File: config.mk
export PLATFORM = sky130hd
export DESIGN_NAME = bitser_add
export DESIGN_NICKNAME = d
export VERILOG_FILES = /design/src/rtl/bsa_pkg.sv /design/src/rtl/bsa_fa.sv /design/src/rtl/bsa_shreg.sv /design/src/rtl/bsa_ctrl.sv /design/src/rtl/bitser_add.sv
export SDC_FILE = /design/constraint.sdc
export NUM_CORES = 1
export LEC_CHECK = 0
export ABC_CLOCK_PERIOD_IN_PS = 1400
export BUFFER_PORTS_ARGS = -buffer_cell sky130_fd_sc_hd__buf_4
export CAP_MARGIN = 20
export CORE_MARGIN = 2
export CORE_UTILIZATION = 54
export DETAILED_ROUTE_END_ITERATION = 16
export GPL_TIMING_DRIVEN = 0
export PLACE_DENSITY_LB_ADDON = 0.08
export REMOVE_ABC_BUFFERS = 1
export SYNTH_ARGS = -nofsm -noshare
export SYNTH_HDL_FRONTEND = slang
export SYNTH_SLANG_ARGS = --single-unit
File: constraint.sdc
create_clock -name clk -period 1.4 [get_ports clk]
set_input_delay 0.14 -clock clk [delete_from_list [all_inputs] [get_ports clk]]
set_output_delay 0.14 -clock clk [all_outputs]
set_load 0.02 [all_outputs]
File: src/rtl/bsa_pkg.sv
package bsa_pkg;

  typedef enum logic [1:0] {
    ST_IDLE = 2'd0,
    ST_RUN  = 2'd1,
    ST_DONE = 2'd2
  } bsa_state_e;

  // One-bit addition: returns {carry, sum}
  function automatic logic [1:0] fa_cell(input logic x, input logic y, input logic ci);
    logic s;
    logic co;
    s  = x ^ y ^ ci;
    co = (x & y) | (ci & (x ^ y));
    return {co, s};
  endfunction

endpackage

File: src/rtl/bsa_fa.sv
module bsa_fa (
  input  logic x,
  input  logic y,
  input  logic ci,
  output logic s,
  output logic co
);
  import bsa_pkg::*;

  logic [1:0] res;

  always_comb begin
    res = fa_cell(x, y, ci);
    s   = res[0];
    co  = res[1];
  end

endmodule

File: src/rtl/bsa_shreg.sv
module bsa_shreg #(
  parameter int W = 8
) (
  input  logic         clk,
  input  logic         rst_n,
  input  logic         ld,
  input  logic [W-1:0] ld_val,
  input  logic         shift,
  input  logic         ser_in,
  output logic [W-1:0] q
);

  always_ff @(posedge clk or negedge rst_n) begin
    if (!rst_n)     q <= '0;
    else if (ld)    q <= ld_val;
    else if (shift) q <= {ser_in, q[W-1:1]};
  end

endmodule

File: src/rtl/bsa_ctrl.sv
module bsa_ctrl #(
  parameter int W = 8
) (
  input  logic clk,
  input  logic rst_n,
  input  logic start,
  output logic run,
  output logic last_bit,
  output logic carry_clr,
  output logic done
);
  import bsa_pkg::*;

  localparam int CW = (W > 1) ? $clog2(W) : 1;
  localparam logic [CW-1:0] LAST = CW'(W - 1);

  bsa_state_e     state;
  logic [CW-1:0]  cnt;

  always_comb begin
    run       = (state == ST_RUN);
    done      = (state == ST_DONE);
    carry_clr = start && !run;
    last_bit  = run && (cnt == LAST);
  end

  always_ff @(posedge clk or negedge rst_n) begin
    if (!rst_n) begin
      state <= ST_IDLE;
      cnt   <= '0;
    end else begin
      case (state)
        ST_RUN: begin
          cnt <= cnt + 1'b1;
          if (last_bit) state <= ST_DONE;
        end
        default: begin
          if (start) begin
            state <= ST_RUN;
            cnt   <= '0;
          end
        end
      endcase
    end
  end

endmodule

File: src/rtl/bitser_add.sv
module bitser_add #(
  parameter int WIDTH = 8
) (
  input  logic             clk,
  input  logic             rst_n,
  input  logic             load,
  input  logic [WIDTH-1:0] a_in,
  input  logic [WIDTH-1:0] b_in,
  input  logic             start,
  output logic             done,
  output logic [WIDTH-1:0] sum_out,
  output logic             carry_out
);

  // Named internal events (also observed by the checker)
  logic run;
  logic last_bit;
  logic carry_clr;
  logic load_ok;
  logic carry_q;
  logic cout_q;
  logic sum_bit;
  logic fa_co;

  logic [WIDTH-1:0] a_q;
  logic [WIDTH-1:0] b_q;
  logic [WIDTH-1:0] r_q;

  assign load_ok = load && !run;

  bsa_ctrl #(.W(WIDTH)) u_ctrl (
    .clk       (clk),
    .rst_n     (rst_n),
    .start     (start),
    .run       (run),
    .last_bit  (last_bit),
    .carry_clr (carry_clr),
    .done      (done)
  );

  // Operand registers rotate so they survive a run
  bsa_shreg #(.W(WIDTH)) u_areg (
    .clk    (clk),
    .rst_n  (rst_n),
    .ld     (load_ok),
    .ld_val (a_in),
    .shift  (run),
    .ser_in (a_q[0]),
    .q      (a_q)
  );

  bsa_shreg #(.W(WIDTH)) u_breg (
    .clk    (clk),
    .rst_n  (rst_n),
    .ld     (load_ok),
    .ld_val (b_in),
    .shift  (run),
    .ser_in (b_q[0]),
    .q      (b_q)
  );

  bsa_shreg #(.W(WIDTH)) u_rreg (
    .clk    (clk),
    .rst_n  (rst_n),
    .ld     (carry_clr),
    .ld_val ({WIDTH{1'b0}}),
    .shift  (run),
    .ser_in (sum_bit),
    .q      (r_q)
  );

  bsa_fa u_fa (
    .x  (a_q[0]),
    .y  (b_q[0]),
    .ci (carry_q),
    .s  (sum_bit),
    .co (fa_co)
  );

  always_ff @(posedge clk or negedge rst_n) begin
    if (!rst_n) begin
      carry_q <= 1'b0;
      cout_q  <= 1'b0;
    end else begin
      if (carry_clr)    carry_q <= 1'b0;
      else if (run)     carry_q <= fa_co;
      if (carry_clr)    cout_q  <= 1'b0;
      else if (last_bit) cout_q <= fa_co;
    end
  end

  assign sum_out   = r_q;
  assign carry_out = cout_q;

endmodule

==> impl_summary.md, run 1 <==
Clocking
The longest clock path from root to sink contains 2 buffers. In this run the post-CTS setup repair buffer count came out at 0. Clock-pin slew was measured on the worst setup and hold paths at 0.09 ns.

Clock latency on the worst-skew pair, taken at its later pin, is 0.33 ns. Clock tree synthesis selected as its root buffer the cell clkbuf_4. Counting the buffers created by CTS gives 5.

The clock tree from TritonCTS is built. The H-tree depth is 2. The CTS sink count is 31.

Power
The leakage power is about 0.9 nW. Internal power comes to around 0.003 W. The worst-case IR drop observed on VDD is approximately 0.0018 V. The net switching fraction of the power is 0.326. The total design power is 0.00434 W. The share of total power dissipated in the clock network is 0.112. Of the total power, registers draw 0.377. The net switching component of the power is 0.00141 W.

The combinational share of power is 0.510. The power per cell area is 2340 mW/mm2.

Global route
The wire length of the first global-routing pass is between 4000 and 5000 um. Entering global routing, the biggest net connects 32 pins. The global routing usage summed across all routing layers is 0.163. The number of antenna violations at the first check in global routing is 0. The total overflow left after global routing is 0. The number of global-route vias before repair is 907.

Cells and area
The leading cell type in the layout, fill and taps excluded is dfrtp_1. The library cells used most frequently in the layout, excluding fill and tap cells, are 31 x dfrtp_1, 29 x buf_4, 21 x mux2_2, 20 x mux2_4, 13 x nor2b_1. In the final layout, the share of cells above drive strength 1 is 0.558.

The number of nets in the finished design is 160. The number of diodes added for antenna fixing is 0. Relative to the synthesized area, the layout overhead comes to 16.2%.

Die
The number of top-level pins is 30. The core region is 0.00278 mm2. The row count is 19. The initial utilization of the core area, before any placement, comes to 0.574. The die outline width is just under 60 um. The floorplan step defined a die boundary enclosing 0.00341 mm2.

Measured along the y axis, the die boundary spans a little under 60 um.

Timing
The final period utilization is 0.948. The fmax is 754 MHz. Setup violations remaining at the end of the flow were counted as 0.

In the final timing run, aggregate negative setup slack is 0 ns. Setup repair after global routing could not meet its margin everywhere. In this run the tightest slew margin relative to its limit is 0.693. The worst hold slack after final layout is 0.157 ns. The clock arrives with 0.00487 ns of skew.

The final number of hold-violating endpoints was 0. Counting I/O delays and the setup requirement, the final critical path takes ~1.3 ns. The number of max-slew violations in the final report is 0. For the pin with the worst max-slew slack, the measured transition is 0.460 ns.

Setup path
The critical path goes through nand2b_4 > mux2_2. The startpoint of the lowest-slack register-to-register path is u_ctrl.state[0]. Data arrives at the worst endpoint at 1.55 ns. Of all nets on the critical path, the largest fanout is 29.

The register-to-register setup slack is roughly 0.073 ns. The critical path startpoint is u_ctrl.state[0]. The slowest stage of the critical path is the dfrtp_1 cell.

The type of the worst setup path is reg2reg. The worst setup path is launched from a flop. The endpoint identified for the worst register-to-register timing path is carry_q. STA classifies the critical path endpoint as a flop. For the worst flop-to-flop path, the logic depth is 2. STA puts the critical path data required time at 1.62 ns.

Following the worst setup path forward leads to its endpoint at carry_q. The longest individual stage delay on the worst path is roughly 0.44 ns.

Route
The wire length after detailed routing is 2410 um. The number of nets still failing antenna checks after routing is 0. The overall via count from detail_route is 883. The first-pass iteration count of the detailed router is 4. The violation count after the first detailed-routing iteration is 14. In the routed layout, each cell is associated on average with a via count of around 5.2.

After detailed routing, the average wire length per cell comes to between 10 and 15 um. The number of design rule violations left after detail routing is 0.

Yosys
The mean area per synthesized cell is 15.1 um2. Counting flops and latches in the post-synthesis netlist gives 31. The post-synthesis instance area is 0.00160 mm2.

The sequential fraction of the synthesis area is 0.486. Yosys mapped the design onto 17 distinct sky130hd cell types. The synthesized instance count is between 100 and 150.

The number of warnings reported in the yosys synthesis log is 0.

Placement
The weighted congestion reported at the end of routability-driven placement is 0.655. The wire-length estimate of the detail-placed layout is 1600 um. Input and output buffers added on the ports amount to 29.

Worst hold path
In this run the worst hold path is classified as in2reg.

Outcome
The run finished with clean final reports.

Run
The max-cap violation count is 0.
per-layer routing:
layer	vias to the layer above	track usage	share of wire
li1	429	-	-
met1	429	0.215	0.45
met2	20	0.242	0.48
met3	5	0.0462	0.054
met4	0	0.0930	0.015
met5	-	0	0
power by group through the flow:
stage	Combinational (W)	Clock, W	Sequential [W]
after floorplan	0.00152	0	0.00170
after detailed placement	0.00223	0	0.00166
final	0.00221	0.000488	0.00164
after CTS	0.00225	0.000510	0.00164
after global routing	0.00240	0.000539	0.00170
after global placement	0.00185	0	0.00161
cell usage after synthesis (all sizes together):
master,instances,area (um2)
buf,5,61.3
mux2,43,559
ha,2,25.0
dfrtp,31,776
nor2,1,3.75
a22o,1,8.76
a21oi,1,5.00
nand2b,3,18.8
nor2b,13,81.3
clkbuf,1,3.75
inv,1,3.75
mux2i,3,30.0
fa,1,20.0
cells by family after synthesis:
group	Yosys count	share of synthesized area
flip-flops	31	0.486
adder cells (fa/ha/maj)	3	0.0282
multiplexers	46	0.369
AO/OA/AOI/OAI	2	0.00862
buffers and inverters	7	0.0431
AND/OR/NAND/NOR	17	0.0650
critical path: cells and delay by family (launching register included):
| family | cells | cell delay (ns) |
|---|---|---|
| muxes | 1 | 0.39 |
| and+or+nand+nor | 1 | 0.38 |
| DFF | 1 | 0.44 |
flip-flops by register name, indices dropped and copies added, names as in the netlist:
signal / cells
u_breg.q: 8
u_ctrl.cnt: 3
u_rreg.q: 8
u_areg.q: 8
u_ctrl.state: 2
carry_out: 1
carry_q: 1
timing repair:
action	CTS	global route
hold endpoints to repair	31	0
endpoints found under the setup margin	29	8
resized for setup	1	0
hold buffers	1	0
metrics by stage:
stage	area, um2	utilization	setup WS, ns	std cells
after detailed placement	1790	0.644	-0.215	160
after global routing	1860	0.667	-0.0121	169
final	1860	0.667	0.0735	169
after floorplan	1530	-	-0.407	100
after CTS	1860	0.667	0.0620	169
after global placement	1790	0.643	-0.706	160
layout make-up:
class	instances	area [um2]
repair buffers	30	228
clock inverters	1	5.00
inverters	1	3.75
well taps	31	38.8
multi-input cells	68	759
fillers	230	926
flip-flops and latches	31	776
clock buffers	7	45.0
worst min-delay path by stage:
stage,start,endpoint,slack (ns),depth (start not counted)
2_1_floorplan,rst_n,carry_out,-0.16,0
3_3_place_gp,rst_n,u_rreg.q[2],0.09,1
3_5_place_dp,rst_n,u_rreg.q[3],0.09,1
4_1_cts,b_in[6],u_breg.q[6],0.14,3
5_1_grt,a_in[2],u_areg.q[2],0.15,3
6_report,b_in[6],u_breg.q[6],0.16,3
No activity file was read; power rests on OpenSTA's default activity.
==> inputs of run 2 (changes only) <==
Settings changed: CORE_UTILIZATION 54 to 40, SKIP_CTS_REPAIR_TIMING from default to 1.
==> run 2 against run 1 <==
Effect of this change:
- clock skew is 0.0022 ns higher
- via count increased by 2.2%
- cell area increased by 3.2%
- largest cell class unchanged
- count of clock-buffer cells in the layout decreased by 1
- critical endpoint is now u_rreg.q[0]
- final cell count rose by 9.5%
- sequential power about the same
- worst hold slack improved by 0.059 ns
- utilization down 16 points
- non-clock buffer count stayed put
- combinational power hardly changed
- setup slack got worse by 0.031 ns
- critical path depth did not move
==> impl_summary.md, run 2 (same netlist as run 1, synthesis figures left out) <==
Timing
The number of setup violations in the final report is 0 (unchanged). The worst hold slack after final layout was 0.216 ns (+0.0589 ns). The fmax was 737 MHz (-2.3%).

The post-layout worst setup margin came to 0.0426 ns (-0.0308 ns). Setup repair after global routing could not meet its margin everywhere. The number of max-slew violations in the final report is 0 (unchanged). The final number of hold-violating endpoints is 0 (unchanged). The clock skew after layout came to 0.00709 ns (+0.00222 ns). The slew at the pin with the worst max-slew slack is 0.478 ns (+0.0186 ns). The relative slew slack is 0.681 (-0.0122).

The final period utilization was 0.970 (+0.0220). The time the final worst path needs with I/O delays and setup is 1.36 ns (+0.0308 ns).

Clocking
The CTS sink count is 31 (unchanged). The clock tree from TritonCTS is built. The TritonCTS buffer count is 5 (unchanged). The register clock-pin slew on the reported worst setup and hold paths was 0.06 ns (-0.03 ns). The maximum buffer depth of the clock tree is 2 (unchanged). The latest clock arrival within the worst-skew pair was 0.28 ns (-0.05 ns).

The H-tree depth came to 2 (unchanged). The clock root buffer is clkbuf_8.

Outcome
The flow ran to the end, and the final reports show no timing, DRC or antenna violations.

Route
The wire length after detailed routing was 2630 um (+9.2%). The number of design rule violations left after detail routing came to 0 (unchanged). The via density per instance was 4.88 (-6.7%). The average detailed-routed wire length per instance is 14.2 um (-0.27%). The violation count after the first detailed-routing iteration is 20 (+6). The first-pass iteration count of the detailed router is 2 (-2).

The number of nets still failing antenna checks after routing is 0 (unchanged). The overall via count from detail_route is 902 (+2.2%).

Global route
The pin count of the biggest net entering global routing came to 32 (unchanged). The total overflow reported by the global router is 0 (unchanged). The number of global-route vias before repair was 960 (+5.8%). The wire length of the first global-routing pass is 4370 um (+8.6%). The global routing usage summed across all routing layers came to 0.135 (-0.0279). The number of antenna violations at the first check in global routing came to 0 (unchanged).

Die
The number of top-level pins is 30 (unchanged). The row count came to 22 (+3). The core area came to 0.00374 mm2 (+35%). The die area was 0.00451 mm2 (+32%). The floorplan die height is 67.2 um (+15%). The starting density of the core is 0.426 (-0.148).

The die outline width was 67.2 um (+15%).

Setup path
The data arrival time of the critical path is 1.51 ns (-0.04 ns). The required time of the critical path is 1.55 ns (-0.07 ns). The longest individual stage delay on the worst path is 0.44 ns (about the same).

The library cell contributing the largest single delay on the critical path is nand2b_4. The critical path launch point type is a flop. The type of the worst setup path is reg2reg. The sort of element at the end of the critical path is a flop. Walking the worst path, the cells encountered are nand2b_4 > mux2_2.

The peak fanout along the critical path is 29 (unchanged).

Placement
The number of cells in the design after placement is 177 (+11%). The pre-CTS worst setup slack was -0.241 ns (-0.0258 ns). The number of port buffers was 29 (unchanged).

The weighted congestion reported at the end of routability-driven placement came to 0.659 (+0.72%). The half-perimeter wire length after detailed placement is 1750 um (+9.0%).

Run
The max-cap violation count is 0 (unchanged).

Power
The power per cell area is 2380 mW/mm2 (+1.9%). The leakage power is 0.908 nW (+2.0%). The largest vdd supply drop was 0.00102 V (-44%).

Cells and area
The number of diodes added for antenna fixing is 0 (unchanged). The layout filler cell count is 354 (+54%). The leading cell type in the layout, fill and taps excluded is dfrtp_1. From synthesis to final layout, the design area changed by 19.9%. Leaving out fill and tap cells, the most frequent cells in the layout are 31 x dfrtp_1, 29 x buf_4, 21 x mux2_2, 20 x mux2_4, 13 x nor2b_1. The number of standard cells in the final layout excluding fillers came to 185 (+9.5%). The number of nets in the finished design is 160 (unchanged). The proportion of layout cells with a drive suffix above 1 is 0.569 (+0.0114).

The largest registers in the layout are u_areg.q x8, u_breg.q x8, u_rreg.q x8.

Worst hold path
The classification of the worst-slack hold path is in2reg.
## run 2: changes by cell type in the layout (fill, tap and decap cells not counted), sizes merged
cell    delta
clkbuf     -1
## run 2: power by group
| group | internal [W] | total (W) | switching (W) |
|---|---|---|---|
| registers | 0.00136 | 0.00165 | 0.000281 |
| logic | 0.00137 | 0.00222 | 0.000854 |
| clock network | 0.000385 | 0.000688 | 0.000303 |
| total | 0.00312 | 0.00456 | 0.00144 |
## run 2: metal layers
| metal | up-vias | GRT usage | part of all wire |
|---|---|---|---|
| met5 | - | 0 | 0 |
| met4 | 0 | 0.0459 | 0.014 |
| met3 | 5 | 0.0517 | 0.046 |
| met2 | 20 | 0.220 | 0.50 |
| met1 | 452 | 0.164 | 0.44 |
| li1 | 425 | - | - |
## run 2: final cells by class
cell class / count / area (um2) / share of cell area
timing repair buffer: 30 / 228 / 0.119
sequential: 31 / 776 / 0.405
clock inverter: 1 / 5.00 / 0.00261
multi-input combinational: 68 / 759 / 0.397
inverter: 1 / 3.75 / 0.00196
tap: 48 / 60.1 / 0.0314
clock buffer: 6 / 82.6 / 0.0431
## run 2: path summary, 6_finish.rpt
path                                 startpoint       endpoint  slack (ns)  depth (start not counted)
worst max-delay path            u_ctrl.state[1]    u_rreg.q[0]        0.04                          2
worst min-delay path                    b_in[5]    u_breg.q[5]        0.22                          3
worst max register to register  u_ctrl.state[1]    u_rreg.q[0]        0.04                          2
worst min register to register    u_ctrl.cnt[0]  u_ctrl.cnt[0]        0.48                          1
max in group asynchronous                 rst_n    u_breg.q[2]        0.77                          2
min in group asynchronous                 rst_n    u_areg.q[1]        0.34                          2
## run 2: per-stage QoR
step / area, um2 / util / power [W] / TNS, ns
2_1_floorplan: 1530 / - / 0.00322 / -10.69
3_3_place_gp: 1810 / 0.483 / 0.00345 / -20.10
3_5_place_dp: 1810 / 0.484 / 0.00392 / -6.00
4_1_cts: 1900 / 0.507 / 0.00463 / -6.02
5_1_grt: 1910 / 0.511 / 0.00489 / -0.178
6_report: 1910 / 0.511 / 0.00456 / 0
## run 2: worst max-delay path: cells and delay by family, from the launching register on
kind,cells,cell delay (ns)
AND/OR/NAND/NOR,1,0.44
flip-flops,1,0.38
multiplexers,1,0.40
